`config.mk`:
```
export PLATFORM = sky130hd
export DESIGN_NAME = res_ring_buf
export DESIGN_NICKNAME = d
export VERILOG_FILES = /design/src/rtl/rrb_pkg.sv /design/src/rtl/rrb_store.sv /design/src/rtl/rrb_ctrl.sv /design/src/rtl/res_ring_buf.sv
export SDC_FILE = /design/constraint.sdc
export NUM_CORES = 1
export LEC_CHECK = 0
export BUFFER_PORTS_ARGS = -buffer_cell sky130_fd_sc_hd__buf_2
export CAP_MARGIN = 20
export CORE_MARGIN = 5
export CORE_UTILIZATION = 57
export CTS_CLUSTER_DIAMETER = 30
export DETAILED_ROUTE_END_ITERATION = 12
export HOLD_SLACK_MARGIN = 0.08
export PLACE_DENSITY = 0.78
export REMOVE_ABC_BUFFERS = 1
export SLEW_MARGIN = 0
export SYNTH_ARGS = -nofsm -noshare
export SYNTH_HDL_FRONTEND = slang
export SYNTH_HIERARCHICAL = 1
export SYNTH_SLANG_ARGS = --single-unit
export TNS_END_PERCENT = 10
```
`constraint.sdc`:
```
create_clock -name clk -period 3.7 [get_ports clk]
set_input_delay 0.74 -clock clk [delete_from_list [all_inputs] [get_ports clk]]
set_output_delay 0.74 -clock clk [all_outputs]
set_load 0.01 [all_outputs]
```
`src/rtl/rrb_pkg.sv`:
```
package rrb_pkg;

    // What happens to the head entry in a given cycle
    typedef enum logic [1:0] {
        HD_IDLE = 2'd0,  // nothing touches the head
        HD_PEEK = 2'd1,  // shared head read, kept in place
        HD_TAKE = 2'd2,  // unshared head read, removed
        HD_DROP = 2'd3   // explicit release, removed
    } head_act_e;

    // Increment a slot index modulo n
    function automatic int unsigned wrap_inc(int unsigned p, int unsigned n);
        return (p + 1 >= n) ? 0 : p + 1;
    endfunction

    // Decide the head action from request lines and head share bit
    function automatic head_act_e classify(logic nonempty, logic rd, logic rel, logic sh);
        if (!nonempty) return HD_IDLE;
        if (rel)       return HD_DROP;
        if (rd)        return sh ? HD_PEEK : HD_TAKE;
        return HD_IDLE;
    endfunction

    function automatic logic removes(head_act_e a);
        return (a == HD_TAKE) || (a == HD_DROP);
    endfunction

endpackage

```
`src/rtl/rrb_store.sv`:
```
module rrb_store #(
    parameter int DATA_W = 16,
    parameter int DEPTH  = 4,
    localparam int PW    = (DEPTH > 1) ? $clog2(DEPTH) : 1
) (
    input  logic              clk,
    input  logic              rst,
    input  logic              wr_en,
    input  logic [PW-1:0]     wr_ptr,
    input  logic [DATA_W-1:0] wr_data,
    input  logic              wr_share,
    input  logic              clr_en,
    input  logic [PW-1:0]     rd_ptr,
    output logic [DATA_W-1:0] rd_data,
    output logic              rd_share
);
    typedef struct packed {
        logic              share;
        logic [DATA_W-1:0] data;
    } slot_t;

    slot_t mem_q [DEPTH];

    always_ff @(posedge clk) begin
        if (rst) begin
            for (int i = 0; i < DEPTH; i++) mem_q[i] <= '0;
        end else begin
            // a removed head loses its sticky bit
            if (clr_en) mem_q[rd_ptr].share <= 1'b0;
            if (wr_en) begin
                mem_q[wr_ptr].data  <= wr_data;
                mem_q[wr_ptr].share <= wr_share;
            end
        end
    end

    assign rd_data  = mem_q[rd_ptr].data;
    assign rd_share = mem_q[rd_ptr].share;

endmodule

```
`src/rtl/rrb_ctrl.sv`:
```
module rrb_ctrl
    import rrb_pkg::*;
#(
    parameter int DEPTH = 4,
    localparam int PW   = (DEPTH > 1) ? $clog2(DEPTH) : 1,
    localparam int CW   = $clog2(DEPTH + 1)
) (
    input  logic          clk,
    input  logic          rst,
    input  logic          push_vld,
    input  logic          rd_req,
    input  logic          rel_req,
    input  logic          head_share,
    output logic [PW-1:0] wr_ptr,
    output logic [PW-1:0] rd_ptr,
    output logic          accept,
    output logic          pop,
    output logic          stall,
    output logic          rd_ok,
    output logic          empty,
    output logic          full
);
    logic [PW-1:0] wr_ptr_q, rd_ptr_q;
    logic [CW-1:0] count_q;
    head_act_e     act;

    assign empty  = (count_q == '0);
    assign full   = (count_q == CW'(DEPTH));
    assign accept = push_vld & ~full;
    assign stall  = push_vld & full;
    assign act    = classify(~empty, rd_req, rel_req, head_share);
    assign pop    = removes(act);
    assign rd_ok  = rd_req & ~empty;

    always_ff @(posedge clk) begin
        if (rst) begin
            wr_ptr_q <= '0;
            rd_ptr_q <= '0;
            count_q  <= '0;
        end else begin
            if (accept) wr_ptr_q <= PW'(wrap_inc(32'(wr_ptr_q), DEPTH));
            if (pop)    rd_ptr_q <= PW'(wrap_inc(32'(rd_ptr_q), DEPTH));
            count_q <= count_q + CW'(accept) - CW'(pop);
        end
    end

    assign wr_ptr = wr_ptr_q;
    assign rd_ptr = rd_ptr_q;


    cnt_bound_chk: assert property (@(posedge clk) disable iff (rst)
        count_q <= CW'(DEPTH));


    no_overflow_chk: assert property (@(posedge clk) disable iff (rst)
        (push_vld && full) |=> (wr_ptr_q == $past(wr_ptr_q)));


    share_hold_chk: assert property (@(posedge clk) disable iff (rst)
        (act == HD_PEEK) |=> (rd_ptr_q == $past(rd_ptr_q)));


    release_pop_chk: assert property (@(posedge clk) disable iff (rst)
        (rel_req && !empty) |=> (rd_ptr_q != $past(rd_ptr_q)));


    empty_stay_chk: assert property (@(posedge clk) disable iff (rst)
        (empty && !push_vld) |=> empty);


    balance_chk: assert property (@(posedge clk) disable iff (rst)
        (accept && pop) |=> (count_q == $past(count_q)));

endmodule

```
`src/rtl/res_ring_buf.sv`:
```
module res_ring_buf #(
    parameter int DATA_W = 16,
    parameter int DEPTH  = 4
) (
    input  logic              clk,
    input  logic              rst,
    input  logic              put_vld,
    input  logic [DATA_W-1:0] put_data,
    input  logic              put_share,
    output logic              put_stall,
    input  logic              take_req,
    input  logic              drop_req,
    output logic              take_vld,
    output logic [DATA_W-1:0] take_data,
    output logic              take_shared,
    output logic              is_empty,
    output logic              is_full
);
    localparam int PW = (DEPTH > 1) ? $clog2(DEPTH) : 1;

    logic [PW-1:0] wr_ptr, rd_ptr;
    logic          accept, pop, rd_ok, head_share;
    logic [DATA_W-1:0] head_data;

    rrb_ctrl #(.DEPTH(DEPTH)) u_ctrl (
        .clk        (clk),
        .rst        (rst),
        .push_vld   (put_vld),
        .rd_req     (take_req),
        .rel_req    (drop_req),
        .head_share (head_share),
        .wr_ptr     (wr_ptr),
        .rd_ptr     (rd_ptr),
        .accept     (accept),
        .pop        (pop),
        .stall      (put_stall),
        .rd_ok      (rd_ok),
        .empty      (is_empty),
        .full       (is_full)
    );

    rrb_store #(.DATA_W(DATA_W), .DEPTH(DEPTH)) u_store (
        .clk      (clk),
        .rst      (rst),
        .wr_en    (accept),
        .wr_ptr   (wr_ptr),
        .wr_data  (put_data),
        .wr_share (put_share),
        .clr_en   (pop),
        .rd_ptr   (rd_ptr),
        .rd_data  (head_data),
        .rd_share (head_share)
    );

    assign take_vld    = rd_ok;
    assign take_data   = head_data;
    assign take_shared = rd_ok & head_share;


    empty_read_chk: assert property (@(posedge clk) disable iff (rst)
        (is_empty && take_req) |-> !take_vld);

endmodule

```
==> results.py <==
metrics = {
    "placed_design": {
        "place_area_um2": 3730,
        "dp_hpwl_um": 3970,
        "io_buffer_count": 42,
        "gp_congestion": 0.711,
    },
    "setup_path": {
        "cp_slowest_stage_delay_ns": 0.50,
        "critPathSlowestCell": "mux4_2",
        "cp-end-kind": "flip-flop",
        "critical_path_arrival_ns": 2.99,
        "worstSetupPathType": "flip-flop to flip-flop",
        "reg2reg_from": "u_ctrl/rd_ptr[0]",
        "path_cells": "mux4_2 > nand2b_1 > a21oi_1 > buf_4 > ha_1 > inv_1 > ha_1 > inv_1 > fa_1 > xor2_1 > and2_2 > nor3_1",
        "crit_start": "u_ctrl/rd_ptr[0]",
        "crit_fanout": 7,
        "critPathLaunchType": "flip-flop",
        "cp.required_ns": 3.97,
    },
    "global_routing": {
        "grt_pass1_wl_um": 10200,
        "antenna_found_initial": 0,
        "grt_pass1_vias": 2038,
        "gr-total-overflow": 0,
        "grt_use_total": 0.182,
        "grt_start_max_net_pins": 23,
    },
    "floorplan": {
        "die_h_um": 87.9,
        "rows": 28,
        "die_x_um": 87.9,
        "coreArea_um2": 5920,
        "die_area_um2": 7720,
        "floorplan.initialDensity": 0.584,
        "ioPinCount": 43,
    },
    "detailed_routing": {
        "drtPass1Iterations": 4,
        "vias": 1886,
        "drtAntennaViolNets": 0,
        "wirelength_um": 6340,
        "drcViolationCount": 0,
        "vias_per_cell": 5.39,
        "dr.first_iter.drc_count": 103,
        "wl_per_cell_um": 18.1,
    },
    "timing": {
        "fin_skew_ns": 0.00843,
        "rsz0062_at_grt": "false",
        "tightest_slew_ns": 0.465,
        "finalHoldViolCount": 0,
        "setup_violations": 0,
        "finalCritPeriodShare": 0.733,
        "finalCriticalPeriod_ns": 2.71,
        "finalSetupTns_ns": 0,
        "final_max_slew_viol_count": 0,
        "timing.fmax_ghz": 0.369,
        "slew_headroom": 0.690,
    },
    "power_and_ir_drop": {
        "pwr_density_cell_nw_per_um2": 594,
        "vdd.ir_drop.worst_mv": 0.320,
        "leakage_nw": 1.54,
    },
    "clock_network": {
        "cts_repair_resize_count": 0,
        "cts_buffers": 9,
        "cts_sinks": 75,
        "cts.clk_slew.worst_paths_ns": 0.08,
        "cts_tree": "done",
        "cts_setup_buffers": 0,
        "cts_max_level": 3,
        "cts-root-buf": "clkbuf_8",
        "clk_latency_ns": 0.35,
        "holdBufCountCts": 0,
        "clk_path_buf_depth": 2,
    },
    "yosys": {
        "synth_area_um2": 3460,
        "netlist.area_leader.share": 0.591,
        "syn_inst": 224,
        "syn_avg_cell_area_um2": 15.4,
        "synthTopCellsByArea": "edfxtp_1 59%, and2_1 12%, mux4_2 11%",
        "ys_warn_count": 6,
        "synth.most_common_cell": "and2_1",
        "synth_edf_count": 68,
        "ys.flop_type": "edfxtp_1",
        "synth_common_cells": "69 x and2_1, 68 x edfxtp_1, 17 x mux4_2",
        "synth_top_cell_by_area": "edfxtp_1",
        "async_flop_share": 0,
        "yosysSeqAreaShare": 0.631,
        "synth_seq_cells": 75,
        "synth_cell_type_count": 32,
    },
    "final_layout": {
        "final_nets": 297,
        "final_layout_size_suffix_gt1_frac": 0.327,
        "num_antenna_cells": 0,
        "syn_to_final_growth_pct": 12.9,
        "design_area_um2": 3900,
    },
    "min_path": {
        "hold_class": "flip-flop to flip-flop",
        "min_from": "u_ctrl/count_q[2]",
    },
    "status": {
        "outcome": "finished clean",
    },
    "job": {
        "maxCapViolations": 0,
    },
}
==> kinds of logic after synthesis <==
group | Yosys count | synth area share
simple gates | 94 | 0.177
flops | 75 | 0.631
buf+inv | 21 | 0.0337
mux | 19 | 0.117
compound gates | 9 | 0.0188
fa+ha+maj | 5 | 0.0203
xor+xnor | 1 | 0.00253
==> cell type report <==
class	instances	area (um2)
repair buffers	48	255
inverters	8	30.0
fillers	422	2020
multi-input cells	128	1160
well taps	75	93.8
clock buffers	9	124
clock inverters	7	53.8
flip-flops and latches	75	2180
==> where the power goes <==
group,total (mW),switching (mW),internal [mW]
Sequential,1.07,0.0414,1.02
Combinational,0.696,0.354,0.342
Clock,0.558,0.311,0.246
Total,2.32,0.707,1.61
==> state kept, by name, summed over array words and instances, names as in the netlist <==
| signal | count |
|---|---|
| u_store/mem_q | 68 |
| u_ctrl/rd_ptr | 2 |
| u_ctrl/wr_ptr | 2 |
| u_ctrl/count_q | 3 |
==> per-layer routing <==
| layer | share of wire | vias up | global-route usage |
|---|---|---|---|
| met2 | 0.52 | 35 | 0.316 |
| li1 | - | 910 | - |
| met4 | 0.017 | 0 | 0.0837 |
| met1 | 0.42 | 933 | 0.219 |
| met3 | 0.045 | 8 | 0.0376 |
| met5 | 0 | - | 0 |
==> critical path, delay by kind of cell, from the launching register on <==
kind	cells	cell delay, ns
AOI/OAI and AO/OA	1	0.14
DFF	1	0.36
buffers and inverters	3	0.28
muxes	1	0.50
xor gates and xnor gates	1	0.16
adders and majority gates	3	0.73
and+or+nand+nor	3	0.47
==> worst paths after layout <==
| kind | end | slack (ns) | cells past startpoint |
|---|---|---|---|
| worst max-delay path | u_ctrl/count_q[2] | 0.99 | 12 |
| worst min-delay path | u_ctrl/count_q[2] | 0.52 | 2 |
| worst max register to register | u_ctrl/count_q[2] | 0.99 | 12 |
| worst min register to register | u_ctrl/count_q[2] | 0.52 | 2 |
==> cells in the final DEF, fill, tap and decap left out, types with 2 or more instances in the layout <==
master and n:
clkinvlp_4 2, or2_2 4, buf_4 6, edfxtp_1 68, ha_1 4, mux4_2 17, and2_1 69, buf_2 42
clkinv_4 3, a21oi_1 3, nor2b_1 2, clkbuf_8 9, inv_1 7, nand2b_1 3, a311o_1 4, nor2_1 4
dfxtp_1 7, o21ai_0 2, nor3_1 3
==> metrics by stage <==
step	utilization	worst slack (ns)	cells	hold WS, ns	power (mW)
after detailed placement	0.629	0.982	334	0.513	1.79
after floorplan	-	0.159	211	0.488	1.54
after CTS	0.659	0.967	350	0.523	2.35
after global placement	0.629	1.07	334	0.509	1.78
final	0.659	0.988	350	0.519	2.32
after global routing	0.659	0.771	350	0.566	2.45
(Power assumes the default switching activity.)
